===== src/rtl/twopat_pkg.sv =====
`timescale 1ns/1ps
package twopat_pkg;
  typedef enum logic [2:0] {
    ST_IDLE,
    ST_LOAD,
    ST_GAP,
    ST_LAUNCH,
    ST_CAPT,
    ST_FLUSH
  } seq_state_e;

  typedef enum logic {
    LAUNCH_SHIFT = 1'b0,
    LAUNCH_CAPT  = 1'b1
  } launch_mode_e;
endpackage


===== src/rtl/twopat_cell.sv =====
`timescale 1ns/1ps
module twopat_cell (
  input  logic clk,
  input  logic rst,
  input  logic se,
  input  logic ce,
  input  logic sd,
  input  logic d,
  output logic q
);
  always_ff @(posedge clk) begin
    if (rst)     q <= 1'b0;
    else if (ce) q <= se ? sd : d;
  end
endmodule


===== src/rtl/twopat_cut.sv =====
`timescale 1ns/1ps
module twopat_cut #(
  parameter int W = 64
) (
  input  logic [W-1:0] cells_i,
  output logic [W-1:0] nxt_o
);
  for (genvar i = 0; i < W; i++) begin : g_bit
    assign nxt_o[i] = cells_i[(i + 1) % W] ^ (cells_i[i] & cells_i[(i + 2) % W]);
  end
endmodule


===== src/rtl/twopat_chain.sv =====
`timescale 1ns/1ps
module twopat_chain #(
  parameter  int MAX_LEN = 64,
  localparam int LEN_W   = $clog2(MAX_LEN + 1),
  localparam int IDX_W   = $clog2(MAX_LEN)
) (
  input  logic               clk,
  input  logic               rst,
  input  logic               shift_i,
  input  logic               capt_i,
  input  logic               scan_in,
  input  logic [LEN_W-1:0]   len_i,
  input  logic [MAX_LEN-1:0] func_i,
  output logic [MAX_LEN-1:0] cells_o,
  output logic               scan_out
);
  logic [MAX_LEN-1:0] sdi;
  logic               ce;
  logic [IDX_W-1:0]   tap;

  assign ce = shift_i | capt_i;

  for (genvar i = 0; i < MAX_LEN; i++) begin : g_cell
    if (i == 0) begin : g_head
      assign sdi[i] = scan_in;
    end else begin : g_body
      assign sdi[i] = cells_o[i-1];
    end
    twopat_cell u_cell (
      .clk(clk),
      .rst(rst),
      .se (shift_i),
      .ce (ce),
      .sd (sdi[i]),
      .d  (func_i[i]),
      .q  (cells_o[i])
    );
  end

  assign tap      = IDX_W'(len_i - 1'b1);
  assign scan_out = cells_o[tap];

  AST_TAP_IN_RANGE: assert property (@(posedge clk) disable iff (rst)
    (len_i != '0) && (len_i <= LEN_W'(MAX_LEN)));
  AST_ONE_CHAIN_ACTION: assert property (@(posedge clk) disable iff (rst)
    !(shift_i && capt_i));
endmodule


===== src/rtl/twopat_ctrl.sv =====
`timescale 1ns/1ps
module twopat_ctrl
  import twopat_pkg::*;
#(
  parameter  int MAX_LEN = 64,
  parameter  int IDLE_W  = 4,
  parameter  int NPAT_W  = 4,
  localparam int LEN_W   = $clog2(MAX_LEN + 1),
  localparam int CNT_W   = (LEN_W > IDLE_W) ? LEN_W : IDLE_W
) (
  input  logic              clk,
  input  logic              rst,
  input  logic              start,
  input  logic [LEN_W-1:0]  len_in,
  input  logic              mode_in,
  input  logic [IDLE_W-1:0] idle_in,
  input  logic [NPAT_W-1:0] npat_in,
  output logic [LEN_W-1:0]  len_o,
  output logic              shift_o,
  output logic              capt_o,
  output logic              ce_o,
  output logic              scan_en_o,
  output logic              launch_o,
  output logic              capture_o,
  output logic              busy_o,
  output logic              done_o
);
  seq_state_e        state_q, state_d;
  logic [CNT_W-1:0]  cnt_q, cnt_d, len_m1, idle_m1;
  logic [NPAT_W-1:0] pat_q, pat_d;
  launch_mode_e      mode_q;
  logic [IDLE_W-1:0] idle_q;
  logic [LEN_W-1:0]  len_clamped;
  logic              done_d, shift_d, capt_d;

  assign len_m1  = CNT_W'(len_o) - 1'b1;
  assign idle_m1 = CNT_W'(idle_q) - 1'b1;

  always_comb begin
    if (len_in == '0)                     len_clamped = LEN_W'(1);
    else if (len_in > LEN_W'(MAX_LEN))    len_clamped = LEN_W'(MAX_LEN);
    else                                  len_clamped = len_in;
  end

  always_comb begin
    state_d = state_q;
    cnt_d   = cnt_q;
    pat_d   = pat_q;
    done_d  = 1'b0;
    unique case (state_q)
      ST_IDLE: begin
        if (start) begin
          state_d = ST_LOAD;
          cnt_d   = '0;
          pat_d   = (npat_in == '0) ? NPAT_W'(1) : npat_in;
        end
      end
      ST_LOAD: begin
        if (cnt_q == len_m1) begin
          cnt_d   = '0;
          state_d = (mode_q == LAUNCH_CAPT && idle_q != '0) ? ST_GAP : ST_LAUNCH;
        end else begin
          cnt_d = cnt_q + 1'b1;
        end
      end
      ST_GAP: begin
        if (cnt_q == idle_m1) begin
          cnt_d   = '0;
          state_d = ST_LAUNCH;
        end else begin
          cnt_d = cnt_q + 1'b1;
        end
      end
      ST_LAUNCH: state_d = ST_CAPT;
      ST_CAPT: begin
        cnt_d   = '0;
        pat_d   = pat_q - 1'b1;
        state_d = (pat_q == NPAT_W'(1)) ? ST_FLUSH : ST_LOAD;
      end
      ST_FLUSH: begin
        if (cnt_q == len_m1) begin
          cnt_d   = '0;
          state_d = ST_IDLE;
          done_d  = 1'b1;
        end else begin
          cnt_d = cnt_q + 1'b1;
        end
      end
      default: state_d = ST_IDLE;
    endcase
  end

  assign shift_d = (state_d == ST_LOAD) || (state_d == ST_FLUSH) ||
                   ((state_d == ST_LAUNCH) && (mode_q == LAUNCH_SHIFT));
  assign capt_d  = (state_d == ST_CAPT) ||
                   ((state_d == ST_LAUNCH) && (mode_q == LAUNCH_CAPT));

  always_ff @(posedge clk) begin
    if (rst) begin
      state_q   <= ST_IDLE;
      cnt_q     <= '0;
      pat_q     <= '0;
      mode_q    <= LAUNCH_SHIFT;
      idle_q    <= '0;
      len_o     <= LEN_W'(1);
      shift_o   <= 1'b0;
      capt_o    <= 1'b0;
      ce_o      <= 1'b0;
      scan_en_o <= 1'b1;
      launch_o  <= 1'b0;
      capture_o <= 1'b0;
      busy_o    <= 1'b0;
      done_o    <= 1'b0;
    end else begin
      state_q <= state_d;
      cnt_q   <= cnt_d;
      pat_q   <= pat_d;
      if (state_q == ST_IDLE && start) begin
        len_o  <= len_clamped;
        mode_q <= launch_mode_e'(mode_in);
        idle_q <= idle_in;
      end
      shift_o   <= shift_d;
      capt_o    <= capt_d;
      ce_o      <= shift_d | capt_d;
      scan_en_o <= shift_d | (state_d == ST_IDLE);
      launch_o  <= (state_d == ST_LAUNCH);
      capture_o <= (state_d == ST_CAPT);
      busy_o    <= (state_d != ST_IDLE);
      done_o    <= done_d;
    end
  end

  AST_CAPT_FOLLOWS_LAUNCH: assert property (@(posedge clk) disable iff (rst)
    launch_o |=> capture_o);
  AST_SE_LOW_AT_CAPTURE: assert property (@(posedge clk) disable iff (rst)
    capture_o |-> (!scan_en_o && ce_o));
  AST_SHIFT_LAUNCH_SE_HIGH: assert property (@(posedge clk) disable iff (rst)
    (launch_o && mode_q == LAUNCH_SHIFT) |-> (scan_en_o && shift_o));
  AST_GAP_QUIET: assert property (@(posedge clk) disable iff (rst)
    (state_q == ST_GAP) |-> (!ce_o && !scan_en_o));
  AST_SE_BACK_AFTER_CAPTURE: assert property (@(posedge clk) disable iff (rst)
    capture_o |=> (scan_en_o && shift_o));
  AST_DONE_SINGLE: assert property (@(posedge clk) disable iff (rst)
    done_o |=> !done_o);
  AST_CFG_FROZEN: assert property (@(posedge clk) disable iff (rst)
    (busy_o && $past(busy_o)) |-> ($stable(len_o) && $stable(idle_q) && $stable(mode_q)));
endmodule


===== src/rtl/twopat_seq.sv =====
`timescale 1ns/1ps
module twopat_seq #(
  parameter  int MAX_LEN = 64,
  parameter  int IDLE_W  = 4,
  parameter  int NPAT_W  = 4,
  localparam int LEN_W   = $clog2(MAX_LEN + 1)
) (
  input  logic              clk,
  input  logic              rst,
  input  logic              start,
  input  logic [LEN_W-1:0]  pat_len,
  input  logic              launch_mode,
  input  logic [IDLE_W-1:0] idle_cycles,
  input  logic [NPAT_W-1:0] pat_count,
  input  logic              scan_in,
  output logic              scan_out,
  output logic              scan_en,
  output logic              chain_ce,
  output logic              launch,
  output logic              capture,
  output logic              busy,
  output logic              done
);
  logic [LEN_W-1:0]   len_act;
  logic               do_shift, do_capt;
  logic [MAX_LEN-1:0] cells, func_next;

  twopat_ctrl #(
    .MAX_LEN(MAX_LEN),
    .IDLE_W (IDLE_W),
    .NPAT_W (NPAT_W)
  ) u_ctrl (
    .clk      (clk),
    .rst      (rst),
    .start    (start),
    .len_in   (pat_len),
    .mode_in  (launch_mode),
    .idle_in  (idle_cycles),
    .npat_in  (pat_count),
    .len_o    (len_act),
    .shift_o  (do_shift),
    .capt_o   (do_capt),
    .ce_o     (chain_ce),
    .scan_en_o(scan_en),
    .launch_o (launch),
    .capture_o(capture),
    .busy_o   (busy),
    .done_o   (done)
  );

  twopat_cut #(.W(MAX_LEN)) u_cut (
    .cells_i(cells),
    .nxt_o  (func_next)
  );

  twopat_chain #(.MAX_LEN(MAX_LEN)) u_chain (
    .clk     (clk),
    .rst     (rst),
    .shift_i (do_shift),
    .capt_i  (do_capt),
    .scan_in (scan_in),
    .len_i   (len_act),
    .func_i  (func_next),
    .cells_o (cells),
    .scan_out(scan_out)
  );
endmodule


===== config.mk =====
export PLATFORM = sky130hd
export DESIGN_NAME = twopat_seq
export DESIGN_NICKNAME = d
export VERILOG_FILES = /design/src/rtl/twopat_pkg.sv /design/src/rtl/twopat_cell.sv /design/src/rtl/twopat_cut.sv /design/src/rtl/twopat_chain.sv /design/src/rtl/twopat_ctrl.sv /design/src/rtl/twopat_seq.sv
export SDC_FILE = /design/constraint.sdc
export NUM_CORES = 1
export LEC_CHECK = 0
export BUFFER_PORTS_ARGS = -buffer_cell sky130_fd_sc_hd__buf_2
export CAP_MARGIN = 20
export CORE_ASPECT_RATIO = 1.5
export CORE_MARGIN = 2
export CORE_UTILIZATION = 50
export CTS_BUF_LIST = sky130_fd_sc_hd__clkbuf_8
export DETAILED_ROUTE_END_ITERATION = 6
export PLACE_DENSITY = 0.66
export SYNTH_ARGS = -nofsm -noshare
export SYNTH_HDL_FRONTEND = slang
export SYNTH_HIERARCHICAL = 1
export SYNTH_SLANG_ARGS = --single-unit

===== constraint.sdc =====
create_clock -name clk -period 5 [get_ports clk]
set_input_delay 0.75 -clock clk [delete_from_list [all_inputs] [get_ports clk]]
set_output_delay 0.75 -clock clk [all_outputs]
set_load 0.05 [all_outputs]

==> flow_metrics.py, run 1 <==
metrics = {
    "status": {
        "status": "complete, no violations",
    },
    "cts": {
        "postCtsHoldBufs": 0,
        "cts_inserted_buffers": 9,
        "tritoncts": "yes",
        "root_buffer": "clkbuf_8",
        "clk_pin_slew_worst_paths_ns": 0.10,
        "cts_setup_buffers": 0,
        "clock-sinks": 98,
        "h-tree-depth": 3,
        "clkLatencyLatePin_ns": 0.38,
        "cts_resized": 0,
        "clockBufferDepth": 2,
    },
    "route": {
        "drtIter0Drc": 335,
        "ant_nets": 0,
        "dr.pass1.iters": 5,
        "drc": 0,
        "vias_per_cell": 5.75,
        "vias": 5219,
        "post_drt_wl_per_cell_um": 15.2,
        "wirelength_um": 13800,
    },
    "global_routing": {
        "antenna_found_initial": 0,
        "track_usage_pct": 21.2,
        "grt_pass1_wl_um": 23500,
        "grt_max_degree": 66,
        "grt_pass1_vias": 5006,
        "grt-ovfl-total": 0,
    },
    "sta": {
        "setup_viol": 0,
        "tns_ns": 0,
        "min_period_over_period_pct": 75.1,
        "post-route-min-period_ns": 3.75,
        "slew_headroom_pct": 40.6,
        "holdWs_ns": 0.476,
        "hold_viol_final": 0,
        "setup_ws_ns": 1.25,
        "max_freq_ghz": 0.266,
        "skew_ns": 0.00863,
        "slew_violations": 0,
        "tightest_slew_ns": 0.891,
        "grt_setup_unrepaired": "false",
    },
    "worst_setup_path": {
        "worst-setup-path-type": "reg2out",
        "critPathMaxFanout": 13,
        "r2r_end": "u_ctrl/scan_en_o",
        "r2r_start": "u_ctrl/len_o[0]",
        "cp-end-kind": "output port",
        "worst_setup_path_start_kind": "register",
        "cp.arrival_ns": 3.00,
        "cp.required_ns": 4.25,
        "reg2reg_depth": 9,
        "r2r_setup_slack_ns": 2.25,
    },
    "yosys": {
        "yosys-top-cells-area": "dfxtp_1 (31%), a211oi_2 (13%), mux2i_1 (11%)",
        "yosysTopAreaCellShare_pct": 30.6,
        "syn_area_per_cell_um2": 8.85,
        "syn_inst": 724,
        "ys_seq_area_share_pct": 30.6,
        "synth_commonest_cells": "nand2_1 (127), dfxtp_1 (98), nor2_1 (92), xnor2_1 (77), mux2i_1 (70)",
        "synth_edf_count": 0,
        "syn_area_um2": 6410,
        "synthArstFlopShare_pct": 0,
        "synth_nets": 751,
        "synth_seq_cells": 98,
        "ys.flop_type": "dfxtp_1",
        "yosysTopAreaCell": "dfxtp_1",
        "synth_most_common_cell": "nand2_1",
        "synthDistinctLibCells": 63,
        "yosys_warnings": 6,
    },
    "floorplan": {
        "dieArea_um2": 13800,
        "io_pins": 27,
        "fp.dieW_um": 96.4,
        "dieHeight_um": 143,
        "core_region_area_um2": 12500,
        "num_rows": 50,
        "initial_core_util_pct": 51.2,
    },
    "worst_hold_path": {
        "holdPathEnd": "u_ctrl/len_o[6]",
        "worstHoldStart": "u_ctrl/len_o[6]",
        "hold_path_depth": 2,
        "hold_path.class": "reg2reg",
    },
    "finish": {
        "n_fill_cell": 1177,
        "n_antenna_cell": 0,
        "layout.nets": 773,
        "drive_above_1_share_pct": 17.8,
        "synthToLayoutAreaGrowth_pct": 7.60,
    },
    "power": {
        "p_leak_nw": 2.39,
        "ir_drop_uv": 175,
        "powerDensity_nw_per_um2": 392,
        "p_total_mw": 2.70,
    },
    "placed_design": {
        "gp_congestion": 0.871,
        "place_ws_ns": 1.66,
        "place_hpwl_um": 9440,
        "io_buffers": 26,
    },
    "flow_run": {
        "drv_cap": 0,
    },
}
-- power breakdown --
group	switching (mW)	internal, mW
registers	0.225	0.909
clock network	0.309	0.191
logic	0.586	0.481
-- cell usage in the layout, fill, tap and decap left out, types with 2 or more instances in the layout --
master | Yosys | final
nand2_1 | 127 | 127
dfxtp_1 | 98 | 97
nor2_1 | 92 | 92
xnor2_1 | 77 | 77
mux2i_1 | 70 | 70
a211oi_2 | 64 | 64
buf_2 | 2 | 25
a21oi_1 | 19 | 19
nand3_1 | 18 | 18
inv_1 | 13 | 13
nand4_1 | 10 | 10
xor2_1 | 10 | 10
clkbuf_8 | 0 | 9
nand3b_1 | 9 | 9
nor3_1 | 7 | 7
ha_1 | 7 | 7
nor2b_1 | 6 | 6
mux4_2 | 6 | 6
buf_4 | 3 | 5
nor3b_1 | 5 | 5
o21ai_0 | 5 | 5
and3_1 | 4 | 4
o21ai_1 | 4 | 4
clkinv_4 | 0 | 3
nor4_1 | 3 | 3
o2111ai_1 | 3 | 3
a31oi_1 | 3 | 3
a21o_1 | 3 | 3
inv_6 | 0 | 2
a31o_2 | 2 | 2
or2_1 | 2 | 2
a221oi_1 | 2 | 2
o21a_1 | 2 | 2
o22ai_1 | 2 | 2
a211oi_1 | 2 | 2
-- worst max-delay path by stage --
stage / start / end / slack (ns) / cells after the start
finish: u_ctrl/len_o[1] / scan_out / 1.25 / 10
global placement: u_ctrl/len_o[1] / scan_out / 1.80 / 10
detailed placement: u_ctrl/len_o[1] / scan_out / 1.66 / 10
floorplan: u_ctrl/shift_o / u_chain/g_cell[0].u_cell/q / 0.39 / 3
CTS: u_ctrl/len_o[1] / scan_out / 1.24 / 10
global route: u_ctrl/len_o[1] / scan_out / 0.99 / 10
-- metal layers --
| layer | global-route usage [%] | part of all wire (%) |
|---|---|---|
| met1 | 25.1 | 42 |
| met2 | 37.9 | 53 |
| met3 | 3.11 | 2.4 |
| met4 | 7.86 | 2.6 |
| met5 | 0 | 0 |
-- kinds of logic (layout without fill, tap and decap cells) --
family                   after synthesis  in the layout  synth area share [%]
flip-flops                            98             98                  30.6
buffers and inverters                 34             61                  2.60
adder cells (fa/ha/maj)                7              7                  1.37
AND/OR/NAND/NOR                      293            293                  20.2
multiplexers                          76             76                  13.0
XOR/XNOR                              88             88                  12.3
AO/OA/AOI/OAI                        128            128                  19.9
-- critical path: stages (launching register included) --
cell and delay (ns):
dfxtp_1 0.42, inv_1 0.10, ha_1 0.32, xnor2_1 0.52, buf_4 0.29, nand2_1 0.08, nand3_1 0.09, nand4_1 0.10
a222oi_1 0.27, a21bo_1 0.17, buf_2 0.26
-- cell type report --
cell class                      instances  area, um^2  share of cell area (%)
Clock inverter                          7        62.6                   0.908
Sequential cell                        98        1970                    28.5
Clock buffer                            9         124                    1.80
Inverter                               13        48.8                   0.708
Multi-Input combinational cell        592        4290                    62.2
Timing Repair Buffer                   32         210                    3.05
Tap cell                              156         195                    2.83
-- through the flow --
step	std cells	util, %	cell area (um^2)
after global routing	907	55.1	6890
after floorplan	724	-	6410
after CTS	906	54.9	6870
final	907	55.1	6890
after global placement	890	53.4	6680
after detailed placement	890	53.4	6680
-- sequential cells by signal, indices dropped and copies added (netlist names), 3 cells and up --
register,count
u_ctrl/idle_q,4
u_ctrl/state_q,3
u_ctrl/pat_q,4
u_ctrl/cnt_q,7
u_ctrl/len_o,7
u_chain/g_cell.u_cell/q,64
Note: power is estimated with default switching activity, not from simulation.
==> run 2: changes to the inputs <==
--- a/config.mk
+++ b/config.mk
@@ -12,7 +12,7 @@
 export CORE_UTILIZATION = 50
 export CTS_BUF_LIST = sky130_fd_sc_hd__clkbuf_8
 export DETAILED_ROUTE_END_ITERATION = 6
-export PLACE_DENSITY = 0.66
+export PLACE_DENSITY = 0.68
 export SYNTH_ARGS = -nofsm -noshare
 export SYNTH_HDL_FRONTEND = slang
 export SYNTH_HIERARCHICAL = 1
==> constraint.sdc (replaced) <==
create_clock -name clk -period 3.15 [get_ports clk]
set_input_delay 0.4725 -clock clk [delete_from_list [all_inputs] [get_ports clk]]
set_output_delay 0.4725 -clock clk [all_outputs]
set_load 0.05 [all_outputs]
==> run 2 against run 1 <==
Net effect: cell count rose by 0.66%; critical path depth fell by 1; total power rose by 63%; sequential share of layout area fell by 0.27 points; routed wire length fell by 0.61%; via count barely moved; register-to-register slack got worse by 1.7 ns; worst setup slack got worse by 1.1 ns; sequential cell count did not move; worst hold slack got worse by 0.15 ns.
==> flow_metrics.py, run 2 (synthesis gave the netlist of run 1 again) <==
metrics = {
    "sta": {
        "hold_viol_final": 0,
        "post-route-min-period_ns": 2.99,
        "setup_viol": 0,
        "max_freq_ghz": 0.335,
        "holdWs_ns": 0.329,
        "setup_ws_ns": 0.161,
        "min_period_over_period_pct": 94.9,
        "tns_ns": 0,
        "slew_headroom_pct": 43.4,
        "tightest_slew_ns": 0.849,
        "slew_violations": 0,
        "grt_setup_unrepaired": "false",
        "skew_ns": 0.0111,
    },
    "cts": {
        "clkLatencyLatePin_ns": 0.38,
        "tritoncts": "yes",
        "clk_pin_slew_worst_paths_ns": 0.10,
        "root_buffer": "clkbuf_8",
        "h-tree-depth": 3,
        "cts_inserted_buffers": 9,
        "clock-sinks": 98,
        "clockBufferDepth": 2,
        "postCtsHoldBufs": 0,
    },
    "finish": {
        "largest_reg_flops": 64,
        "drive_above_1_share_pct": 19.0,
        "layout_common_cells": "nand2_1 (127), dfxtp_1 (96), nor2_1 (92)",
        "layout.nets": 779,
        "reg_top3": "u_chain/g_cell.u_cell/q: 64 flops, u_ctrl/cnt_q: 7 flops, u_ctrl/len_o: 7 flops",
        "mostFrequentLayoutCell": "nand2_1",
        "final_area_um2": 6960,
        "n_fill_cell": 1195,
        "regMostFlops": "u_chain/g_cell.u_cell/q",
        "synthToLayoutAreaGrowth_pct": 8.71,
        "n_antenna_cell": 0,
        "fin_cells": 913,
        "fin_util_pct": 55.7,
    },
    "route": {
        "wirelength_um": 13700,
        "drc": 0,
        "dr.pass1.iters": 4,
        "post_drt_wl_per_cell_um": 15.0,
        "ant_nets": 0,
        "vias": 5223,
        "drtIter0Drc": 333,
        "vias_per_cell": 5.72,
    },
    "placed_design": {
        "place_ws_ns": 0.235,
        "dp.cells": 895,
        "place_area_um2": 6720,
        "io_buffers": 26,
        "place_hpwl_um": 9310,
        "gp_congestion": 0.866,
    },
    "floorplan": {
        "dieHeight_um": 143,
        "initial_core_util_pct": 51.2,
        "core_region_area_um2": 12500,
        "dieArea_um2": 13800,
        "num_rows": 50,
        "io_pins": 27,
        "fp.dieW_um": 96.4,
    },
    "worst_setup_path": {
        "cp.required_ns": 2.68,
        "path_cells": "inv_1 -> ha_4 -> or2_2 -> a221oi_1 -> a211o_1 -> nand3_1 -> nand4b_1 -> a21bo_1 -> clkbuf_4",
        "slowest_stage": "dfxtp_2",
        "cp.arrival_ns": 2.52,
        "cp-end-kind": "output port",
        "cpPeakStageDelay_ns": 0.38,
        "worst-setup-path-type": "reg2out",
        "reg2reg_depth": 10,
        "worst_setup_path_start_kind": "register",
        "critPathMaxFanout": 7,
    },
    "flow_run": {
        "drv_cap": 0,
    },
    "power": {
        "ir_drop_uv": 334,
        "p_leak_nw": 2.43,
        "p_total_mw": 4.39,
        "powerDensity_nw_per_um2": 630,
    },
    "global_routing": {
        "grt-ovfl-total": 0,
        "grt_pass1_wl_um": 22900,
        "grt_pass1_vias": 5107,
        "antenna_found_initial": 0,
        "track_usage_pct": 20.6,
        "grt_max_degree": 129,
    },
    "worst_hold_path": {
        "hold_path.class": "in2reg",
        "hold_path_depth": 3,
    },
    "status": {
        "status": "complete, no violations",
    },
}
-- run 2: timing repair --
action | 4_1_cts | 5_1_grt
endpoints found under the setup margin | 1 | 1
pin swaps | 1 | 1
gates resized for setup | 2 | 5
hold endpoints to repair | 0 | 0
setup buffers | 2 | 0
-- run 2: area by class of cell --
| cell class | instances | area (um^2) | share of cell area [%] |
|---|---|---|---|
| flip-flops and latches | 98 | 1970 | 28.2 |
| repair buffers | 38 | 241 | 3.47 |
| multi-input cells | 592 | 4300 | 61.8 |
| clock inverters | 6 | 72.6 | 1.04 |
| clock buffers | 10 | 138 | 1.98 |
| well taps | 156 | 195 | 2.80 |
| inverters | 13 | 48.8 | 0.701 |
-- run 2: worst max-delay path: cells and delay by family (launching register included) --
family	cells	cell delay (ns)
fa+ha+maj	1	0.20
buf+inv	2	0.30
flops	1	0.38
compound gates	3	0.79
simple gates	3	0.47
-- run 2: where the power goes --
group / switching [mW] / internal [mW] / total, mW
Combinational: 0.913 / 0.788 / 1.70
Sequential: 0.377 / 1.44 / 1.82
Clock: 0.471 / 0.399 / 0.870
-- run 2: layer usage --
| layer | global-route usage, % | wire, um |
|---|---|---|
| met3 | 3.38 | 311 |
| met5 | 0 | 0 |
| met1 | 23.0 | 5850 |
| met4 | 9.12 | 357 |
| met2 | 37.4 | 7220 |
-- run 2: final timing paths --
check	start	end	slack [ns]
hold / removal	idle_cycles[2]	u_ctrl/idle_q[2]	0.33
hold reg to reg	u_ctrl/len_o[6]	u_ctrl/len_o[6]	0.49
setup reg to reg	u_ctrl/len_o[0]	u_ctrl/scan_en_o	0.57
setup / recovery	u_ctrl/len_o[1]	scan_out	0.16
